==> src/rtl/sag_pkg.sv <==
package sag_pkg;

    localparam int OFS_W   = 16;
    localparam int SEG_W   = 16;
    localparam int SHIFT_W = 4;
    localparam int PHYS_W  = SEG_W + SHIFT_W;
    localparam int NSEG    = 4;
    localparam int SEL_W   = $clog2(NSEG);
    localparam int SDISP_W = 8;

    typedef logic [OFS_W-1:0]  ofs_t;
    typedef logic [SEG_W-1:0]  segv_t;
    typedef logic [PHYS_W-1:0] phys_t;

    typedef enum logic [2:0] {
        AM_DIRECT    = 3'd0,
        AM_PTR       = 3'd1,
        AM_BASED     = 3'd2,
        AM_INDEXED   = 3'd3,
        AM_BIDX      = 3'd4,
        AM_BIDX_DISP = 3'd5,
        AM_FETCH     = 3'd6,
        AM_SPARE     = 3'd7
    } amode_e;

    typedef enum logic [SEL_W-1:0] {
        SG_CODE  = 2'd0,
        SG_DATA  = 2'd1,
        SG_STACK = 2'd2,
        SG_EXTRA = 2'd3
    } seg_e;

    typedef struct packed {
        ofs_t bx;
        ofs_t bp;
        ofs_t si;
        ofs_t di;
        ofs_t ip;
    } ptrs_t;

    typedef struct packed {
        amode_e          mode;
        logic [1:0]      ptr_sel;
        logic            base_sel;
        logic            idx_sel;
        ofs_t            disp;
        logic            disp_wide;
    } req_t;

    typedef struct packed {
        ofs_t ea;
        seg_e seg;
    } ea_res_t;

    typedef struct packed {
        phys_t phys;
        ofs_t  ea;
        seg_e  seg;
        segv_t base;
    } out_t;

    function automatic ofs_t widen_disp(input ofs_t d, input logic wide);
        ofs_t r;
        if (wide) r = d;
        else      r = {{(OFS_W-SDISP_W){d[SDISP_W-1]}}, d[SDISP_W-1:0]};
        return r;
    endfunction

    function automatic phys_t reloc(input segv_t b, input ofs_t e);
        phys_t shifted;
        phys_t ext;
        shifted = {b, {SHIFT_W{1'b0}}};
        ext     = {{(PHYS_W-OFS_W){1'b0}}, e};
        return shifted + ext;
    endfunction

endpackage

==> src/rtl/sag_seg_file.sv <==
module sag_seg_file
    import sag_pkg::*;
(
    input  logic              clk,
    input  logic              rst,
    input  logic              we,
    input  logic [SEL_W-1:0]  wsel,
    input  segv_t             wdata,
    input  seg_e              rsel,
    output segv_t             rdata
);
    segv_t bank [NSEG];

    for (genvar g = 0; g < NSEG; g++) begin : g_seg
        always_ff @(posedge clk) begin
            if (rst)                                  bank[g] <= '0;
            else if (we && wsel == SEL_W'(g))         bank[g] <= wdata;
        end
    end

    assign rdata = bank[rsel];
endmodule

==> src/rtl/sag_ea_unit.sv <==
module sag_ea_unit
    import sag_pkg::*;
(
    input  req_t    req,
    input  ptrs_t   ptrs,
    output ea_res_t res
);
    ofs_t d_ext;
    ofs_t base_v;
    ofs_t idx_v;
    seg_e base_seg;

    always_comb begin
        d_ext    = widen_disp(req.disp, req.disp_wide);
        base_v   = req.base_sel ? ptrs.bp : ptrs.bx;
        idx_v    = req.idx_sel  ? ptrs.di : ptrs.si;
        base_seg = req.base_sel ? SG_STACK : SG_DATA;
    end

    always_comb begin
        res.ea  = req.disp;
        res.seg = SG_DATA;
        unique case (req.mode)
            AM_PTR: begin
                unique case (req.ptr_sel)
                    2'd0: res.ea = ptrs.bx;
                    2'd1: res.ea = ptrs.bp;
                    2'd2: res.ea = ptrs.si;
                    default: res.ea = ptrs.di;
                endcase
                res.seg = (req.ptr_sel == 2'd1) ? SG_STACK : SG_DATA;
            end
            AM_BASED: begin
                res.ea  = base_v + d_ext;
                res.seg = base_seg;
            end
            AM_INDEXED: begin
                res.ea  = idx_v + d_ext;
                res.seg = SG_DATA;
            end
            AM_BIDX: begin
                res.ea  = base_v + idx_v;
                res.seg = base_seg;
            end
            AM_BIDX_DISP: begin
                res.ea  = base_v + idx_v + d_ext;
                res.seg = base_seg;
            end
            AM_FETCH: begin
                res.ea  = ptrs.ip;
                res.seg = SG_CODE;
            end
            default: begin
                res.ea  = req.disp;
                res.seg = SG_DATA;
            end
        endcase
    end
endmodule

==> src/rtl/sag_out_stage.sv <==
module sag_out_stage
    import sag_pkg::*;
#(
    parameter bit REG_OUT = 1'b1
)(
    input  logic    clk,
    input  logic    rst,
    input  ea_res_t res,
    input  segv_t   base,
    output out_t    q
);
    out_t d;

    always_comb begin
        d.phys = reloc(base, res.ea);
        d.ea   = res.ea;
        d.seg  = res.seg;
        d.base = base;
    end

    if (REG_OUT) begin : g_reg
        always_ff @(posedge clk) begin
            if (rst) q <= '0;
            else     q <= d;
        end
    end else begin : g_comb
        assign q = d;
    end
endmodule

==> src/rtl/seg_addr_gen.sv <==
module seg_addr_gen
    import sag_pkg::*;
#(
    parameter bit REG_OUT = 1'b1
)(
    input  logic        clk,
    input  logic        rst,
    input  logic        seg_we,
    input  logic [1:0]  seg_wsel,
    input  logic [15:0] seg_wdata,
    input  logic [2:0]  amode,
    input  logic [1:0]  ptr_sel,
    input  logic        base_sel,
    input  logic        idx_sel,
    input  logic [15:0] reg_bx,
    input  logic [15:0] reg_bp,
    input  logic [15:0] reg_si,
    input  logic [15:0] reg_di,
    input  logic [15:0] ip,
    input  logic [15:0] disp,
    input  logic        disp_wide,
    output logic [19:0] phys_addr,
    output logic [15:0] eff_addr,
    output logic [1:0]  seg_id,
    output logic [15:0] seg_base
);
    req_t    req;
    ptrs_t   ptrs;
    ea_res_t ea_res;
    segv_t   base_rd;
    out_t    oq;

    always_comb begin
        req.mode      = amode_e'(amode);
        req.ptr_sel   = ptr_sel;
        req.base_sel  = base_sel;
        req.idx_sel   = idx_sel;
        req.disp      = disp;
        req.disp_wide = disp_wide;
        ptrs.bx = reg_bx;
        ptrs.bp = reg_bp;
        ptrs.si = reg_si;
        ptrs.di = reg_di;
        ptrs.ip = ip;
    end

    sag_ea_unit u_ea (
        .req  (req),
        .ptrs (ptrs),
        .res  (ea_res)
    );

    sag_seg_file u_segs (
        .clk   (clk),
        .rst   (rst),
        .we    (seg_we),
        .wsel  (seg_wsel),
        .wdata (seg_wdata),
        .rsel  (ea_res.seg),
        .rdata (base_rd)
    );

    sag_out_stage #(.REG_OUT(REG_OUT)) u_out (
        .clk  (clk),
        .rst  (rst),
        .res  (ea_res),
        .base (base_rd),
        .q    (oq)
    );

    assign phys_addr = oq.phys;
    assign eff_addr  = oq.ea;
    assign seg_id    = oq.seg;
    assign seg_base  = oq.base;
endmodule

==> config.mk <==
export PLATFORM = sky130hd
export DESIGN_NAME = seg_addr_gen
export DESIGN_NICKNAME = d
export VERILOG_FILES = /design/src/rtl/sag_pkg.sv /design/src/rtl/sag_seg_file.sv /design/src/rtl/sag_ea_unit.sv /design/src/rtl/sag_out_stage.sv /design/src/rtl/seg_addr_gen.sv
export SDC_FILE = /design/constraint.sdc
export NUM_CORES = 1
export LEC_CHECK = 0
export ABC_AREA = 0
export ABC_CLOCK_PERIOD_IN_PS = 6700
export CORE_ASPECT_RATIO = 1.5
export CORE_MARGIN = 1.5
export CORE_UTILIZATION = 40
export DETAILED_ROUTE_END_ITERATION = 12
export PLACE_DENSITY = 0.8
export SETUP_SLACK_MARGIN = 0.02
export SLEW_MARGIN = 20
export SYNTH_ARGS = -nofsm -noshare
export SYNTH_HDL_FRONTEND = slang
export SYNTH_SLANG_ARGS = --single-unit
export TNS_END_PERCENT = 1
==> constraint.sdc <==
create_clock -name clk -period 6.7 [get_ports clk]
set_input_delay 1.34 -clock clk [delete_from_list [all_inputs] [get_ports clk]]
set_output_delay 1.34 -clock clk [all_outputs]
set_load 0.1 [all_outputs]
==> reports/qor.txt <==
Area growth from synthesis to layout -> 49.19%
Vias after detailed routing -> 7,783
Antenna cells -> 0
Average footprint of a synthesized cell -> 9.070 um2
Count of non-filler cells in the finished layout -> 1,376
Number of nets still failing antenna checks after routing -> 0
CTS Hold Bufs -> 0
Total placed cells including tap cells -> 1,352
Filler Cell Count -> 1,595
Clock tree from TritonCTS -> done
Part of the Yosys area used for sequential elements -> 0.3256
Post-synthesis share of cell area spent on xor and xnor gates -> 0.04037
Input/output buffers -> 178
Critical path class -> input port to flip-flop
Worst Hold End -> u_out.q[14]$_SDFF_PP0_
Total routed wirelength -> 27.67 mm
Number of failing hold endpoints at the final stage -> 0
Crit path max fanout -> 4
Proportion of power drawn by flip-flops and latches -> 0.250
Placed wire-length estimate -> 21.34 mm
GR Overflow Total -> 0
Fin crit share -> 0.9735
Count of different cell masters after synthesis -> 74
Routability-driven placement congestion ratio -> 0.9717
Min-delay worst type -> flip-flop to flip-flop
Flip-flop and latch count after synthesis -> 98
Post-synthesis compound-gate area fraction -> 0.2008
Share of cells above drive strength 1 -> 0.2473
Maximum number of buffers from clock root to sink -> 2
Switching part of the total -> 0.4339
Slew at the pin with the worst max-slew slack -> 1.026 ns
Async set or reset register ratio after synthesis -> 0
Cell count after synthesis -> 827
Chip Height -> 170.7 um
Clock group share of total power -> 0.182
Vias/cell -> 5.656
Largest family of logic cells by synthesized area -> compound AO/OA/AOI/OAI gates
Critical path startpoint -> reg_bp[3]
Worst-path clk slew -> 0.07 ns
Most frequent standard cell in the layout excluding fill and tap cells -> sky130_fd_sc_hd__clkdlybuf4s50_1
Width of the die -> 114.8 um
Design internal power -> 0.001652 W
Post-detailed-route wirelength per cell -> 20.11 um
CTS buffer count -> 9
Worst-case vdd ir drop -> 0.4422 mV
FP Rows -> 61
Yosys warns -> 0
Most used flip-flop cell after synthesis -> sky130_fd_sc_hd__dfxtp_1
Syn Std Cell Area -> 7501 um2
Max Cap Viol -> 0
Wire length of the first global-routing pass -> 40.98 mm
Flop2flop setup slack -> 3.92 ns
Initial antenna violation count -> 0
H-tree level count -> 3
Most frequent cells in the layout -> 162 x sky130_fd_sc_hd__clkdlybuf4s50_1, 148 x sky130_fd_sc_hd__buf_4, 78 x sky130_fd_sc_hd__nor2_1, 71 x sky130_fd_sc_hd__and2_1, 65 x sky130_fd_sc_hd__nand2_1
Nets@finish -> 1,290
Syn Nets -> 997
Leakage power -> 4.622 nW
First-iteration detailed-routing DRC count -> 532
Status -> finished clean
Fraction of synthesized area in multiplexers -> 0.1199
Max-Slew Margin vs Limit -> 0.3136
Total Routing Usage GR -> 0.2759
Initial cell density of the core -> 0.4061
Worst clock skew -> 0.008528 ns
Power share of the combinational group -> 0.568
Kind of start point of the critical path -> input port
Clock network latency to the later pin of the worst-skew pair -> 0.36 ns
First-pass iteration count of the detailed router -> 7
Clock tree root buffer cell -> sky130_fd_sc_hd__clkbuf_16
Clock sinks -> 98
I/O pin cnt -> 179
Via count of the first global-routing pass -> 7,947
Final min period -> 6.522 ns
Final count of pins violating max slew -> 0
Pin count of the biggest net entering global routing -> 40
Arithmetic-cell share of the synthesized area counting full adders, half adders and majority gates -> 0.07807
Full die area -> 19,600 um2
Detailed-route DRC error count -> 0
Core Footprint -> 18,470 um2
Req. time, crit path -> 6.93 ns
Post-synth EDFFs -> 48
Sw Pwr -> 0.001266 W
Length in cells of the worst reg-to-reg path -> 12
Critical path endpoint category -> flip-flop
Worst r2r src -> u_segs.bank[0][0]$_SDFFCE_PN0P_
Min-delay src -> u_segs.bank[2][14]$_SDFFCE_PN0P_
Worst flop-to-flop path endpoint -> u_out.q[52]$_SDFF_PP0_
Fmax -> 153.3 MHz
Count of cells along the worst hold path -> 2
Arrival time of the worst setup path -> 6.75 ns
Pwr Density -> 260.8 nW/um2
Final setup violation count -> 0
Total negative setup slack -> 0 ns
Basic-gate share of the synthesized area counting and, or, nand and nor cells -> 0.1983
-- Yosys cell counts, drive strengths merged (3+ instances only) --
| library cell | count | share of area |
|---|---|---|
| xor2 | 12 | 0.014 |
| buf | 14 | 0.0093 |
| or3 | 7 | 0.0058 |
| clkbuf | 32 | 0.016 |
| ha | 42 | 0.070 |
| inv | 22 | 0.011 |
| a31oi | 13 | 0.011 |
| nor2b | 9 | 0.0075 |
| nand4 | 3 | 0.0025 |
| nand2 | 65 | 0.033 |
| nor3 | 20 | 0.013 |
| a21oi | 56 | 0.038 |
| o41ai | 3 | 0.0035 |
| mux2i | 19 | 0.025 |
| a2111oi | 3 | 0.0060 |
| mux2 | 31 | 0.047 |
| mux4 | 16 | 0.048 |
| xnor2 | 20 | 0.023 |
| nand3 | 15 | 0.010 |
| o221ai | 6 | 0.0070 |
| o211ai | 15 | 0.015 |
| o21ai | 38 | 0.026 |
| o22ai | 4 | 0.0033 |
| a22oi | 6 | 0.0060 |
| o21a | 10 | 0.010 |
| fa | 3 | 0.0080 |
| o21bai | 4 | 0.0040 |
| a41oi | 3 | 0.0035 |
| a31o | 3 | 0.0035 |
| a21boi | 4 | 0.0040 |
| and2 | 71 | 0.059 |
| a211oi | 13 | 0.013 |
| o31ai | 4 | 0.0040 |
| edfxtp | 48 | 0.19 |
| a21o | 13 | 0.013 |
| and3 | 3 | 0.0025 |
| nor3b | 3 | 0.0030 |
| a221o | 7 | 0.0093 |
| dfxtp | 50 | 0.13 |
| nand2b | 9 | 0.0075 |
| nor2 | 79 | 0.040 |
-- power groups by stage --
| stage | logic [W] | registers, W | clock network (W) |
|---|---|---|---|
| 2_1_floorplan | 0.000581 | 0.00115 | 0 |
| 3_3_place_gp | 0.00153 | 0.000741 | 0 |
| 3_5_place_dp | 0.00154 | 0.000743 | 0 |
| 4_1_cts | 0.00160 | 0.000731 | 0.000537 |
| 5_1_grt | 0.00174 | 0.000737 | 0.000551 |
| 6_report | 0.00166 | 0.000731 | 0.000531 |
-- how the worst max path moves through the flow --
stage	endpoint	slack [ns]	cells past startpoint
final	u_out.q[53]$_SDFF_PP0_	0.18	27
after global routing	u_out.q[53]$_SDFF_PP0_	-0.08	27
after CTS	u_out.q[49]$_SDFF_PP0_	0.02	28
after detailed placement	u_out.q[50]$_SDFF_PP0_	-0.76	30
after global placement	u_out.q[52]$_SDFF_PP0_	-0.76	30
after floorplan	u_out.q[51]$_SDFF_PP0_	0.03	29
-- critical path, cell delays in order --
cell	delay, ns
sky130_fd_sc_hd__clkdlybuf4s50_1	0.44
sky130_fd_sc_hd__mux2_4	0.30
sky130_fd_sc_hd__ha_4	0.24
sky130_fd_sc_hd__o21a_1	0.12
sky130_fd_sc_hd__o21ai_2	0.14
sky130_fd_sc_hd__nand2b_1	0.09
sky130_fd_sc_hd__a21oi_2	0.14
sky130_fd_sc_hd__xor2_1	0.20
sky130_fd_sc_hd__nor2_1	0.08
sky130_fd_sc_hd__a221o_1	0.33
sky130_fd_sc_hd__ha_4	0.25
sky130_fd_sc_hd__a2111oi_4	0.37
sky130_fd_sc_hd__o21ai_2	0.14
sky130_fd_sc_hd__buf_4	0.16
sky130_fd_sc_hd__a221oi_4	0.27
sky130_fd_sc_hd__o21ai_2	0.11
sky130_fd_sc_hd__and3b_1	0.18
sky130_fd_sc_hd__or4_4	0.49
sky130_fd_sc_hd__or3_4	0.41
sky130_fd_sc_hd__nand3_4	0.11
sky130_fd_sc_hd__ha_4	0.17
sky130_fd_sc_hd__nor3_4	0.05
sky130_fd_sc_hd__nor2_2	0.14
sky130_fd_sc_hd__o21a_1	0.16
sky130_fd_sc_hd__nand3b_1	0.09
sky130_fd_sc_hd__xnor2_1	0.15
sky130_fd_sc_hd__nor2_1	0.07
-- final cells by class --
class	count	area, um2	area share
Clock buffer	10	229.0	0.02046
Clock inverter	5	61.31	0.005479
Inverter	23	88.84	0.007938
Multi-Input combinational cell	660	5134	0.4587
Sequential cell	98	2442	0.2182
Tap cell	252	315.3	0.02818
Timing Repair Buffer	328	2920	0.2610
-- sequential cells by signal, summed over array words and instances (netlist names) --
name,flops
u_segs.bank,48
u_out.q,50
-- per-stage QoR --
step                hold slack [ns]  instance area (um2)  worst slack (ns)  power, W  utilization
detailed placement           0.5852                10510           -0.7590  0.002288       0.5688
floorplan                    0.5027                 7565           0.02582  0.001726            -
global route                 0.6489                11190          -0.07943  0.003026       0.6059
global placement             0.5555                10510           -0.7552  0.002275       0.5688
CTS                          0.6023                10940           0.02472  0.002866       0.5923
finish                       0.5910                11190            0.1775  0.002918       0.6059
-- cell families after synthesis --
| kind of cell | count (synthesis) |
|---|---|
| flip-flops | 98 |
| multiplexers | 66 |
| buffers and inverters | 69 |
| adder cells (fa/ha/maj) | 45 |
| AND/OR/NAND/NOR | 297 |
| XOR/XNOR | 33 |
| AO/OA/AOI/OAI | 219 |
-- repair_timing --
action,in CTS,in global routing
gates resized for setup,35,64
endpoints found under the hold margin,0,0
pin swaps,18,23
setup buffers,4,5
setup endpoints to repair,9,9
-- routing by layer --
metal,wire length (um),up-vias,track usage,part of all wire
met5,0,-,0,0
met4,2302,0,0.2152,0.083
met3,1600,116,0.04180,0.058
met2,14150,365,0.5025,0.51
met1,9610,3664,0.2774,0.35
li1,-,3638,-,-
No activity file was read; power rests on OpenSTA's default activity.
